### src/rtl/exc_entry_pkg.sv
// Shared constants and types for the exception entry controller.
// Assumes a 32-bit datapath and a 5-bit register index.
package exc_entry_pkg;
    localparam int XLEN = 32;
    localparam int RIDX_W = 5;

    // status register bit positions; saved-mode bits sit one above live ones
    localparam int ST_IE  = 1;
    localparam int ST_BIP = 3;
    localparam int ST_EIP = 9;
    localparam int ST_UM  = 11;
    localparam int ST_VM  = 13;
    localparam int N_MODE = 2;

    // exception status bit positions
    localparam int ES_STORE = 10;
    localparam int ES_DS    = 12;

    // return register indices
    localparam logic [RIDX_W-1:0] RA_IRQ = 5'd14;
    localparam logic [RIDX_W-1:0] RA_BRK = 5'd16;
    localparam logic [RIDX_W-1:0] RA_EXC = 5'd17;

    // vector offsets
    localparam logic [XLEN-1:0] OFS_IRQ = 32'h10;
    localparam logic [XLEN-1:0] OFS_BRK = 32'h18;
    localparam logic [XLEN-1:0] OFS_EXC = 32'h20;

    // translation fault syndrome base code
    localparam logic [4:0] MMU_CODE_BASE = 5'd16;

    typedef enum logic [2:0] {
        EV_NONE,
        EV_MMU,
        EV_HW,
        EV_BRK,
        EV_IRQ
    } ev_e;
endpackage

### src/rtl/exc_arbiter.sv
// Chooses at most one event per cycle. Order: translation fault,
// hardware exception, break, interrupt. Assumes fault and exception
// inputs are single-cycle pulses; break and interrupt are levels.
module exc_arbiter
    import exc_entry_pkg::*;
#(
    parameter bit EXC_EN = 1'b1
) (
    input  logic irq_req,
    input  logic hwexc_req,
    input  logic mmu_fault,
    input  logic brk_req,
    input  logic st_ie,
    input  logic st_bip,
    input  logic st_eip,
    input  logic in_dslot,
    input  logic in_imm,
    output ev_e  ev
);
    logic seq_free;
    logic irq_ok;
    logic brk_ok;
    logic hw_ok;

    // qualify each request against status and instruction state
    always_comb begin
        seq_free = !in_dslot && !in_imm;
        irq_ok   = irq_req && st_ie && !st_eip && !st_bip && seq_free;
        brk_ok   = brk_req && !st_bip && seq_free;
        hw_ok    = hwexc_req && EXC_EN;
    end

    // fixed priority pick
    always_comb begin
        if (mmu_fault)   ev = EV_MMU;
        else if (hw_ok)  ev = EV_HW;
        else if (brk_ok) ev = EV_BRK;
        else if (irq_ok) ev = EV_IRQ;
        else             ev = EV_NONE;
    end
endmodule

### src/rtl/exc_target.sv
// Computes the vector, return register, return address and the
// syndrome / fault-address / branch-target updates for one event.
// Purely combinational; assumes ev is already arbitrated.
module exc_target
    import exc_entry_pkg::*;
#(
    parameter logic [XLEN-1:0] BASE_VEC = '0
) (
    input  ev_e               ev,
    input  logic [XLEN-1:0]   cur_pc,
    input  logic              in_dslot,
    input  logic              in_imm,
    input  logic              in_bimm,
    input  logic [4:0]        hwexc_cause,
    input  logic              mmu_miss,
    input  logic              mmu_fetch,
    input  logic              mmu_store,
    output logic [XLEN-1:0]   vec,
    output logic [RIDX_W-1:0] ridx,
    output logic [XLEN-1:0]   ret,
    output logic              esr_we,
    output logic [XLEN-1:0]   esr_nx,
    output logic              ear_we,
    output logic              btr_we
);
    logic [4:0]      mmu_code;
    logic [XLEN-1:0] mmu_ret;

    // syndrome code: +2 for miss, +1 for fetch
    always_comb begin
        mmu_code = MMU_CODE_BASE + {3'b000, mmu_miss, mmu_fetch};
    end

    // rewind so that a faulting branch or prefix runs again
    always_comb begin
        if (in_dslot)    mmu_ret = cur_pc - (in_bimm ? XLEN'(8) : XLEN'(4));
        else if (in_imm) mmu_ret = cur_pc - XLEN'(4);
        else             mmu_ret = cur_pc;
    end

    // per-event selection of vector, return value and side effects
    always_comb begin
        vec    = '0;
        ridx   = '0;
        ret    = '0;
        esr_we = 1'b0;
        esr_nx = '0;
        ear_we = 1'b0;
        btr_we = 1'b0;
        unique case (ev)
            EV_MMU: begin
                vec    = BASE_VEC + OFS_EXC;
                ridx   = RA_EXC;
                ret    = mmu_ret;
                esr_we = 1'b1;
                esr_nx[4:0]      = mmu_code;
                esr_nx[ES_STORE] = mmu_store;
                esr_nx[ES_DS]    = in_dslot;
                ear_we = 1'b1;
                btr_we = in_dslot;
            end
            EV_HW: begin
                vec    = BASE_VEC + OFS_EXC;
                ridx   = RA_EXC;
                ret    = cur_pc + XLEN'(4);
                esr_we = 1'b1;
                esr_nx[4:0]   = hwexc_cause;
                esr_nx[ES_DS] = in_dslot;
                btr_we = in_dslot;
            end
            EV_BRK: begin
                vec  = BASE_VEC + OFS_BRK;
                ridx = RA_BRK;
                ret  = cur_pc;
            end
            EV_IRQ: begin
                vec  = BASE_VEC + OFS_IRQ;
                ridx = RA_IRQ;
                ret  = cur_pc;
            end
            default: ;
        endcase
    end
endmodule

### src/rtl/exc_status.sv
// Builds the status value written on entry. It saves the user and
// translation mode bits one position up, clears the live copies, and
// applies the per-event in-progress or enable change.
module exc_status
    import exc_entry_pkg::*;
(
    input  ev_e             ev,
    input  logic [XLEN-1:0] stat_cur,
    output logic [XLEN-1:0] stat_nx
);
    localparam int MODE_POS [N_MODE] = '{ST_UM, ST_VM};

    logic [XLEN-1:0] saved;

    // mode save: one generate lane per mode bit
    always_comb begin
        saved = stat_cur;
        for (int i = 0; i < N_MODE; i++) begin
            saved[MODE_POS[i] + 1] = stat_cur[MODE_POS[i]];
            saved[MODE_POS[i]]     = 1'b0;
        end
    end

    // apply the event-specific status bit
    always_comb begin
        stat_nx = saved;
        unique case (ev)
            EV_IRQ:         stat_nx[ST_IE]  = 1'b0;
            EV_BRK:         stat_nx[ST_BIP] = 1'b1;
            EV_MMU, EV_HW:  stat_nx[ST_EIP] = 1'b1;
            default: ;
        endcase
    end
endmodule

### src/rtl/exc_entry_ctrl.sv
// Exception and interrupt entry controller. Samples events each cycle,
// performs one entry per edge and presents the redirect for one cycle.
// Assumes the pipeline holds its flags stable for the sampled cycle.
module exc_entry_ctrl
    import exc_entry_pkg::*;
#(
    parameter logic [XLEN-1:0] BASE_VEC = '0,
    parameter bit              EXC_EN   = 1'b1
) (
    input  logic              clk,
    input  logic              rst_n,
    input  logic              irq_req,
    input  logic              hwexc_req,
    input  logic [4:0]        hwexc_cause,
    input  logic              mmu_fault,
    input  logic              mmu_miss,
    input  logic              mmu_fetch,
    input  logic              mmu_store,
    input  logic [XLEN-1:0]   fault_addr,
    input  logic              brk_req,
    input  logic [XLEN-1:0]   cur_pc,
    input  logic [XLEN-1:0]   br_target,
    input  logic              in_dslot,
    input  logic              in_imm,
    input  logic              in_bimm,
    input  logic              stat_wr_en,
    input  logic [XLEN-1:0]   stat_wr_data,
    input  logic              resv_set,
    output logic              flush,
    output logic [XLEN-1:0]   new_pc,
    output logic              rf_we,
    output logic [RIDX_W-1:0] rf_idx,
    output logic [XLEN-1:0]   rf_data,
    output logic [XLEN-1:0]   stat_q,
    output logic [XLEN-1:0]   esr_q,
    output logic [XLEN-1:0]   ear_q,
    output logic [XLEN-1:0]   btr_q,
    output logic              resv_valid
);
    ev_e               ev;
    logic              take;
    logic [XLEN-1:0]   vec;
    logic [RIDX_W-1:0] ridx;
    logic [XLEN-1:0]   ret;
    logic              esr_we;
    logic [XLEN-1:0]   esr_nx;
    logic              ear_we;
    logic              btr_we;
    logic [XLEN-1:0]   stat_nx;

    exc_arbiter #(.EXC_EN(EXC_EN)) u_arb (
        .irq_req   (irq_req),
        .hwexc_req (hwexc_req),
        .mmu_fault (mmu_fault),
        .brk_req   (brk_req),
        .st_ie     (stat_q[ST_IE]),
        .st_bip    (stat_q[ST_BIP]),
        .st_eip    (stat_q[ST_EIP]),
        .in_dslot  (in_dslot),
        .in_imm    (in_imm),
        .ev        (ev)
    );

    exc_target #(.BASE_VEC(BASE_VEC)) u_tgt (
        .ev          (ev),
        .cur_pc      (cur_pc),
        .in_dslot    (in_dslot),
        .in_imm      (in_imm),
        .in_bimm     (in_bimm),
        .hwexc_cause (hwexc_cause),
        .mmu_miss    (mmu_miss),
        .mmu_fetch   (mmu_fetch),
        .mmu_store   (mmu_store),
        .vec         (vec),
        .ridx        (ridx),
        .ret         (ret),
        .esr_we      (esr_we),
        .esr_nx      (esr_nx),
        .ear_we      (ear_we),
        .btr_we      (btr_we)
    );

    exc_status u_st (
        .ev       (ev),
        .stat_cur (stat_q),
        .stat_nx  (stat_nx)
    );

    // an entry is made whenever the arbiter picked an event
    always_comb begin
        take = (ev != EV_NONE);
    end

    // one-cycle redirect pulse and register-file write
    always_ff @(posedge clk) begin
        if (!rst_n) begin
            flush   <= 1'b0;
            rf_we   <= 1'b0;
            new_pc  <= '0;
            rf_idx  <= '0;
            rf_data <= '0;
        end else begin
            flush <= take;
            rf_we <= take;
            if (take) begin
                new_pc  <= vec;
                rf_idx  <= ridx;
                rf_data <= ret;
            end
        end
    end

    // status register: entry value wins over the pipeline write
    always_ff @(posedge clk) begin
        if (!rst_n)          stat_q <= '0;
        else if (take)       stat_q <= stat_nx;
        else if (stat_wr_en) stat_q <= stat_wr_data;
    end

    // syndrome, fault address and saved branch target
    always_ff @(posedge clk) begin
        if (!rst_n) begin
            esr_q <= '0;
            ear_q <= '0;
            btr_q <= '0;
        end else begin
            if (esr_we) esr_q <= esr_nx;
            if (ear_we) ear_q <= fault_addr;
            if (btr_we) btr_q <= br_target;
        end
    end

    // load-reserved reservation, dropped on any entry
    always_ff @(posedge clk) begin
        if (!rst_n)        resv_valid <= 1'b0;
        else if (take)     resv_valid <= 1'b0;
        else if (resv_set) resv_valid <= 1'b1;
    end
endmodule

### config.mk
export PLATFORM = sky130hd
export DESIGN_NAME = exc_entry_ctrl
export DESIGN_NICKNAME = d
export VERILOG_FILES = /design/src/rtl/exc_entry_pkg.sv /design/src/rtl/exc_arbiter.sv /design/src/rtl/exc_target.sv /design/src/rtl/exc_status.sv /design/src/rtl/exc_entry_ctrl.sv
export SDC_FILE = /design/constraint.sdc
export NUM_CORES = 1
export LEC_CHECK = 0
export ABC_AREA = 1
export BUFFER_PORTS_ARGS = -buffer_cell sky130_fd_sc_hd__buf_4
export CELL_PAD_IN_SITES_DETAIL_PLACEMENT = 0
export CELL_PAD_IN_SITES_GLOBAL_PLACEMENT = 1
export CORE_UTILIZATION = 29
export CTS_CLUSTER_DIAMETER = 200
export DETAILED_ROUTE_END_ITERATION = 10
export PLACE_DENSITY_LB_ADDON = 0.25
export SKIP_CTS_REPAIR_TIMING = 1
export SLEW_MARGIN = 20
export SYNTH_ARGS = -nofsm -noshare
export SYNTH_HDL_FRONTEND = slang
export SYNTH_SLANG_ARGS = --single-unit
### constraint.sdc
create_clock -name clk -period 2.3 [get_ports clk]
set_input_delay 0.46 -clock clk [delete_from_list [all_inputs] [get_ports clk]]
set_output_delay 0.46 -clock clk [all_outputs]
set_load 0.02 [all_outputs]
==> results of run 1 <==
## worst max-delay path by stage
stage / to / cells past startpoint
6_report: rf_data[8]$_SDFFE_PN0P_ / 15
5_1_grt: rf_data[8]$_SDFFE_PN0P_ / 15
4_1_cts: rf_data[8]$_SDFFE_PN0P_ / 15
3_5_place_dp: rf_data[8]$_SDFFE_PN0P_ / 15
3_3_place_gp: rf_data[8]$_SDFFE_PN0P_ / 15
2_1_floorplan: rf_data[26]$_SDFFE_PN0P_ / 14
## layer usage
| metal | track usage (%) | vias to the layer above | share of wire [%] | wire [um] |
|---|---|---|---|---|
| met2 | 37.66 | 340 | 47 | 15280 |
| met1 | 27.84 | 4104 | 42 | 13800 |
| met5 | 0 | - | 0 | 0 |
| met4 | 7.818 | 0 | 2.5 | 811 |
| met3 | 6.465 | 37 | 8.1 | 2646 |
| li1 | - | 4519 | - | - |
## cells in the mapped netlist (2+ instances only)
master / count / area [um2]
inv_1: 79 / 296.5
nand4_1: 14 / 87.58
a31oi_1: 4 / 25.02
a21oi_1: 26 / 130.1
ha_1: 4 / 50.05
nor2_1: 290 / 1089
buf_4: 67 / 503.0
o21ai_0: 110 / 550.5
buf_6: 3 / 33.78
nor2_2: 12 / 75.07
clkbuf_1: 30 / 112.6
nand3b_1: 3 / 22.52
buf_2: 15 / 75.07
buf_1: 2 / 7.510
nand3_1: 109 / 545.5
inv_2: 6 / 22.52
nand2_2: 3 / 18.77
nand2_1: 322 / 1209
nor2_4: 3 / 33.78
dfxtp_1: 142 / 2843
o21ai_1: 9 / 45.04
o211ai_1: 9 / 67.56
a22o_1: 3 / 26.28
## through the flow
stage / cell area (um2) / utilization, % / power [mW] / hold slack (ns)
2_1_floorplan: 8190 / - / 3.589 / 0.4567
6_report: 10990 / 40.67 / 7.092 / 0.2476
5_1_grt: 10990 / 40.67 / 7.414 / 0.2420
3_5_place_dp: 10380 / 38.40 / 4.228 / 0.4424
4_1_cts: 10990 / 40.67 / 7.169 / 0.2343
3_3_place_gp: 10380 / 38.40 / 4.227 / 0.4383
## registers in the layout, indices dropped and copies added, names as in the netlist
name / flops
resv_valid: 1
rf_we: 1
new_pc: 2
stat_q: 32
rf_idx: 3
ear_q: 32
btr_q: 32
esr_q: 7
rf_data: 32
## power groups by stage
stage | registers [mW] | clock network [mW] | logic [mW]
5_1_grt | 2.73 | 3.10 | 1.59
2_1_floorplan | 2.94 | 0 | 0.650
3_5_place_dp | 2.76 | 0 | 1.47
6_report | 2.71 | 2.92 | 1.46
3_3_place_gp | 2.76 | 0 | 1.47
4_1_cts | 2.71 | 2.99 | 1.47
## placed cells by master, fill, tap and decap left out, types with 6 or more instances in the layout
cell,Yosys,routed
nand2_1,322,322
buf_4,67,322
nor2_1,290,290
dfxtp_1,142,142
o21ai_0,110,110
nand3_1,109,109
inv_1,79,79
conb_1,1,54
a21oi_1,26,26
clkbuf_16,0,17
nand4_1,14,14
nor2_2,12,12
o21ai_1,9,9
o211ai_1,9,9
inv_2,6,6
## area by class of cell
class / count / share of cell area, %
clock buffers: 18 / 3.995
clock inverters: 14 / 1.594
inverters: 86 / 2.937
multi-input cells: 985 / 39.01
flip-flops and latches: 142 / 25.86
well taps: 341 / 3.882
repair buffers: 326 / 22.72
## logic make-up (layout without fill, tap and decap cells)
logic type | after synthesis | count (layout)
buffers and inverters | 204 | 444
and+or+nand+nor | 759 | 759
DFF | 142 | 142
AOI/OAI and AO/OA | 167 | 167
adders and majority gates | 5 | 5
other | 1 | 54
## worst max-delay path: stages
cell	delay, ns
buf_4	0.11
inv_1	0.07
ha_1	0.16
inv_1	0.06
fa_1	0.40
inv_1	0.13
buf_4	0.12
o21ai_1	0.07
nor2_1	0.16
buf_4	0.16
nand3_1	0.08
nand2_1	0.10
nand3_1	0.07
nand3_1	0.08
nand2_1	0.05
==> impl_metrics.yaml, run 1 <==
yosys:
  synth_top_family_by_area: "simple AND/OR/NAND/NOR gates"
  yosys.area_share.simple_pct: 38.83
  synthFlopType: "dfxtp_1"
  synth-async-reset-ratio_pct: 0
  syn_inst: 1278
  synth_fa_ha_area_share_pct: 0.8768
  ys_types: 36
  synth_compound_area_share_pct: 11.41
  synth-xor-area-share_pct: 0
  synth_edf_count: 0
  syn-mean-instance-area_um2: 6.253
  yosysSeqAreaShare_pct: 35.57
  synthMuxAreaShare_pct: 0
  synth-seq-cells: 142
  yosys_warnings: 0
  netlist_area_um2: 7991
cts:
  path_clk_slew_ns: 0.07
  cts_tree: "yes"
  cts.htree.levels: 4
  cts-root-buf: "clkbuf_16"
  worstSkewPairLatency_ns: 0.43
  cts_buffers: 17
  clock-sinks: 142
  clockBufferDepth: 2
drt:
  drcViolationCount: 0
  viasPerCell: 4.707
  postRouteWirelength_um: 32530
  firstDrtPassIters: 8
  num_vias: 9000
  ant_nets: 0
  wl_per_cell_um: 17.02
  first_iter_violations: 591
grt:
  antenna_found_initial: 0
  grt_pass1_wl_um: 48700
  grt_max_degree: 67
  grt_usage_pct: 22.63
  gr-total-overflow: 0
  grt_pass1_vias: 8433
sta:
  fin_crit_sh_pct: 85.60
  setup_ws_ns: 0.3313
  fmaxAchievable_mhz: 507.9
  setup_tns_ns: 0
  drv_slew: 0
  timing.slew.headroom_pct: 50.77
  fin_crit_ns: 1.969
  setup_viol: 0
  grt_setup_unrepaired: "false"
  hold_viol: 0
  worst_slew_pin_slew_ns: 0.7384
  finClkSkew_ns: 0.01192
worst_setup_path:
  arrival_ns: 2.28
  cp.required_ns: 2.62
  critPathLaunch: "cur_pc[2]"
  cp-start-kind: "input pin"
  cp_max_fo: 5
  cp-end-kind: "flip-flop"
  r2r_cells: 9
  reg2reg_from: "stat_q[3]$_SDFFE_PN0P_"
  critPathKind: "input pin to flip-flop"
  r2r_slack_ns: 0.51
  r2r_end: "stat_q[1]$_SDFFE_PN0P_"
pwr:
  power_frac_seq_pct: 38.2
  vdd.ir_drop.worst_mv: 0.4398
  p_clk_share_pct: 41.1
  internal-power_mw: 4.772
  swShare_pct: 32.71
  p_leak_nw: 5.440
  switchingPower_mw: 2.320
  p_comb_share_pct: 20.6
  power.density_nw_per_um2: 645.2
floorplan:
  core_area_um2: 27030
  rows: 60
  pin_count: 347
  initial_utilization_pct: 29.57
  fp.dieH_um: 168
  dieArea_um2: 28220
  fp.dieW_um: 168
worst_hold_path:
  worst_hold_path.num_cells: 3
  min_to: "btr_q[17]$_SDFFE_PN0P_"
  hold_class: "input pin to flip-flop"
  holdCritStartpoint: "br_target[17]"
finish:
  multi_input_comb_area_um2: 4288
  synthToLayoutAreaGrowth_pct: 37.55
  antenna_cells: 0
  drive_gt1_share_pct: 24.51
  regArea_um2: 2843
  nNetsFinal: 1710
  final_cells: 1912
  num-fill-cells: 2952
placed_design:
  dp_cells: 1880
  hpwl_um: 24640
  portBuffers: 292
  pre_cts_slack_ns: -0.07507
  place_congestion: 0.9020
job:
  drv_cap: 0
run_status:
  outcome: "complete, no violations"
(Power assumes the default switching activity.)
==> run 2: changes to the inputs <==
--- a/config.mk
+++ b/config.mk
@@ -12,6 +12,7 @@
 export CORE_UTILIZATION = 29
 export CTS_CLUSTER_DIAMETER = 200
 export DETAILED_ROUTE_END_ITERATION = 10
+export GPL_TIMING_DRIVEN = 0
 export PLACE_DENSITY_LB_ADDON = 0.25
 export SKIP_CTS_REPAIR_TIMING = 1
 export SLEW_MARGIN = 20
==> run 2 against run 1 <==
Sequential share of layout area is 0.89 points lower; clock power is 3% higher; worst setup slack worse by 0.15 ns; largest power group unchanged; core utilization is 1.4 points higher; sequential cell count stayed put; largest cell class unchanged; clock-buffer cell count is 1 lower.
==> impl_metrics.yaml, run 2 (same netlist as run 1, synthesis figures left out) <==
placed_design:
  place_congestion: 0.9120
  hpwl_um: 26900
  dp_cells: 1953
  pre_cts_slack_ns: -0.5399
  portBuffers: 281
worst_setup_path:
  cp-end-kind: "flip-flop"
  arrival_ns: 2.45
  cp-start-kind: "input pin"
  cp.required_ns: 2.63
  cp_max_fo: 5
  critPathKind: "input pin to flip-flop"
cts:
  cts_buffers: 17
  clockBufferDepth: 2
  cts.htree.levels: 4
  cts_tree: "yes"
  path_clk_slew_ns: 0.08
  worstSkewPairLatency_ns: 0.44
  clock-sinks: 142
  cts-root-buf: "clkbuf_16"
sta:
  fin_crit_sh_pct: 92.13
  timing.slew.headroom_pct: 37.29
  fin_crit_ns: 2.119
  setup_viol: 0
  finalHoldWorstSlack_ns: 0.2344
  fmaxAchievable_mhz: 471.9
  grt_setup_unrepaired: "false"
  hold_viol: 0
  finClkSkew_ns: 0.01269
  setup_ws_ns: 0.1811
  drv_slew: 0
  worst_slew_pin_slew_ns: 0.9406
finish:
  nNetsFinal: 1786
  antenna_cells: 0
  synthToLayoutAreaGrowth_pct: 42.45
  final_cells: 1988
  final_common_cell: "buf_4"
  drive_gt1_share_pct: 26.23
  final_cell_mix: "buf_4 (351), nand2_1 (322), nor2_1 (289)"
floorplan:
  dieArea_um2: 28220
  pin_count: 347
  core_area_um2: 27030
  rows: 60
  fp.dieW_um: 168
  fp.dieH_um: 168
  initial_utilization_pct: 29.57
drt:
  met2WireLength_um: 16510
  wl_per_cell_um: 17.32
  viasPerCell: 4.716
  dr_wl_met3_um: 2964
  met1_length_um: 14150
  postRouteWirelength_um: 34440
  top_layer: "met4"
  ant_nets: 0
  first_iter_violations: 602
  firstDrtPassIters: 5
  drcViolationCount: 0
  num_vias: 9375
pwr:
  power.density_nw_per_um2: 637.2
  swShare_pct: 33.71
  p_comb_share_pct: 21.4
  switchingPower_mw: 2.445
  p_leak_nw: 5.704
  vdd.ir_drop.worst_mv: 0.4608
  p_clk_share_pct: 41.4
  power_frac_seq_pct: 37.3
  internal-power_mw: 4.808
  p_total_mw: 7.253
grt:
  grt_usage_pct: 24.19
  gr-total-overflow: 0
  grt_pass1_wl_um: 51520
  grt_max_degree: 18
  antenna_found_initial: 0
  grt_pass1_vias: 8854
worst_hold_path:
  hold_class: "input pin to flip-flop"
job:
  drv_cap: 0
run_status:
  outcome: "complete, no violations"
## run 2: critical path, cell delays in order
cell	delay, ns
buf_4	0.14
clkinvlp_4	0.09
ha_1	0.16
inv_1	0.07
fa_1	0.41
inv_1	0.13
nand2_1	0.06
o21ai_0	0.09
nand3_1	0.25
nor2_1	0.20
nand2_1	0.07
nand2_1	0.05
nand3_1	0.08
nand3_1	0.13
nand2_1	0.06
## run 2: power by group through the flow
| stage | logic (mW) | clock network (mW) | registers [mW] |
|---|---|---|---|
| after global placement | 1.54 | 0 | 2.75 |
| after CTS | 1.55 | 3.04 | 2.70 |
| after floorplan | 0.650 | 0 | 2.94 |
| final | 1.55 | 3.00 | 2.70 |
| after detailed placement | 1.54 | 0 | 2.75 |
| after global routing | 1.68 | 3.15 | 2.72 |
## run 2: worst paths after layout
path | startpoint | endpoint | depth (start not counted) | slack [ns]
max reg2reg | stat_q[3]$_SDFFE_PN0P_ | rf_data[8]$_SDFFE_PN0P_ | 10 | 0.43
min | cur_pc[1] | rf_data[1]$_SDFFE_PN0P_ | 2 | 0.23
min reg2reg | rf_data[18]$_SDFFE_PN0P_ | rf_data[18]$_SDFFE_PN0P_ | 2 | 0.45
max | cur_pc[2] | rf_data[20]$_SDFFE_PN0P_ | 15 | 0.18
## run 2: layout make-up
| class | count | area, um2 |
|---|---|---|
| Buffer | 118 | 737.0 |
| Sequential cell | 142 | 2843 |
| Fill cell | 2945 | 15640 |
| Clock inverter | 15 | 193.9 |
| Clock buffer | 17 | 425.4 |
| Tap cell | 341 | 426.7 |
| Inverter | 86 | 326.6 |
| Timing Repair Buffer | 284 | 2132 |
| Multi-Input combinational cell | 985 | 4299 |
## run 2: per-stage QoR
stage | cell area [um2] | util, % | TNS, ns
2_1_floorplan | 8190 | - | 0
3_3_place_gp | 10730 | 39.69 | -5.191
3_5_place_dp | 10730 | 39.69 | -5.069
4_1_cts | 11350 | 41.98 | -0.2260
5_1_grt | 11380 | 42.12 | 0
6_report | 11380 | 42.12 | 0
## run 2: per-layer routing
| metal | GRT usage (%) | vias to the layer above |
|---|---|---|
| li1 | - | 4672 |
| met1 | 28.61 | 4292 |
| met2 | 41.78 | 363 |
| met3 | 7.264 | 48 |
| met4 | 7.579 | 0 |
| met5 | 0 | - |
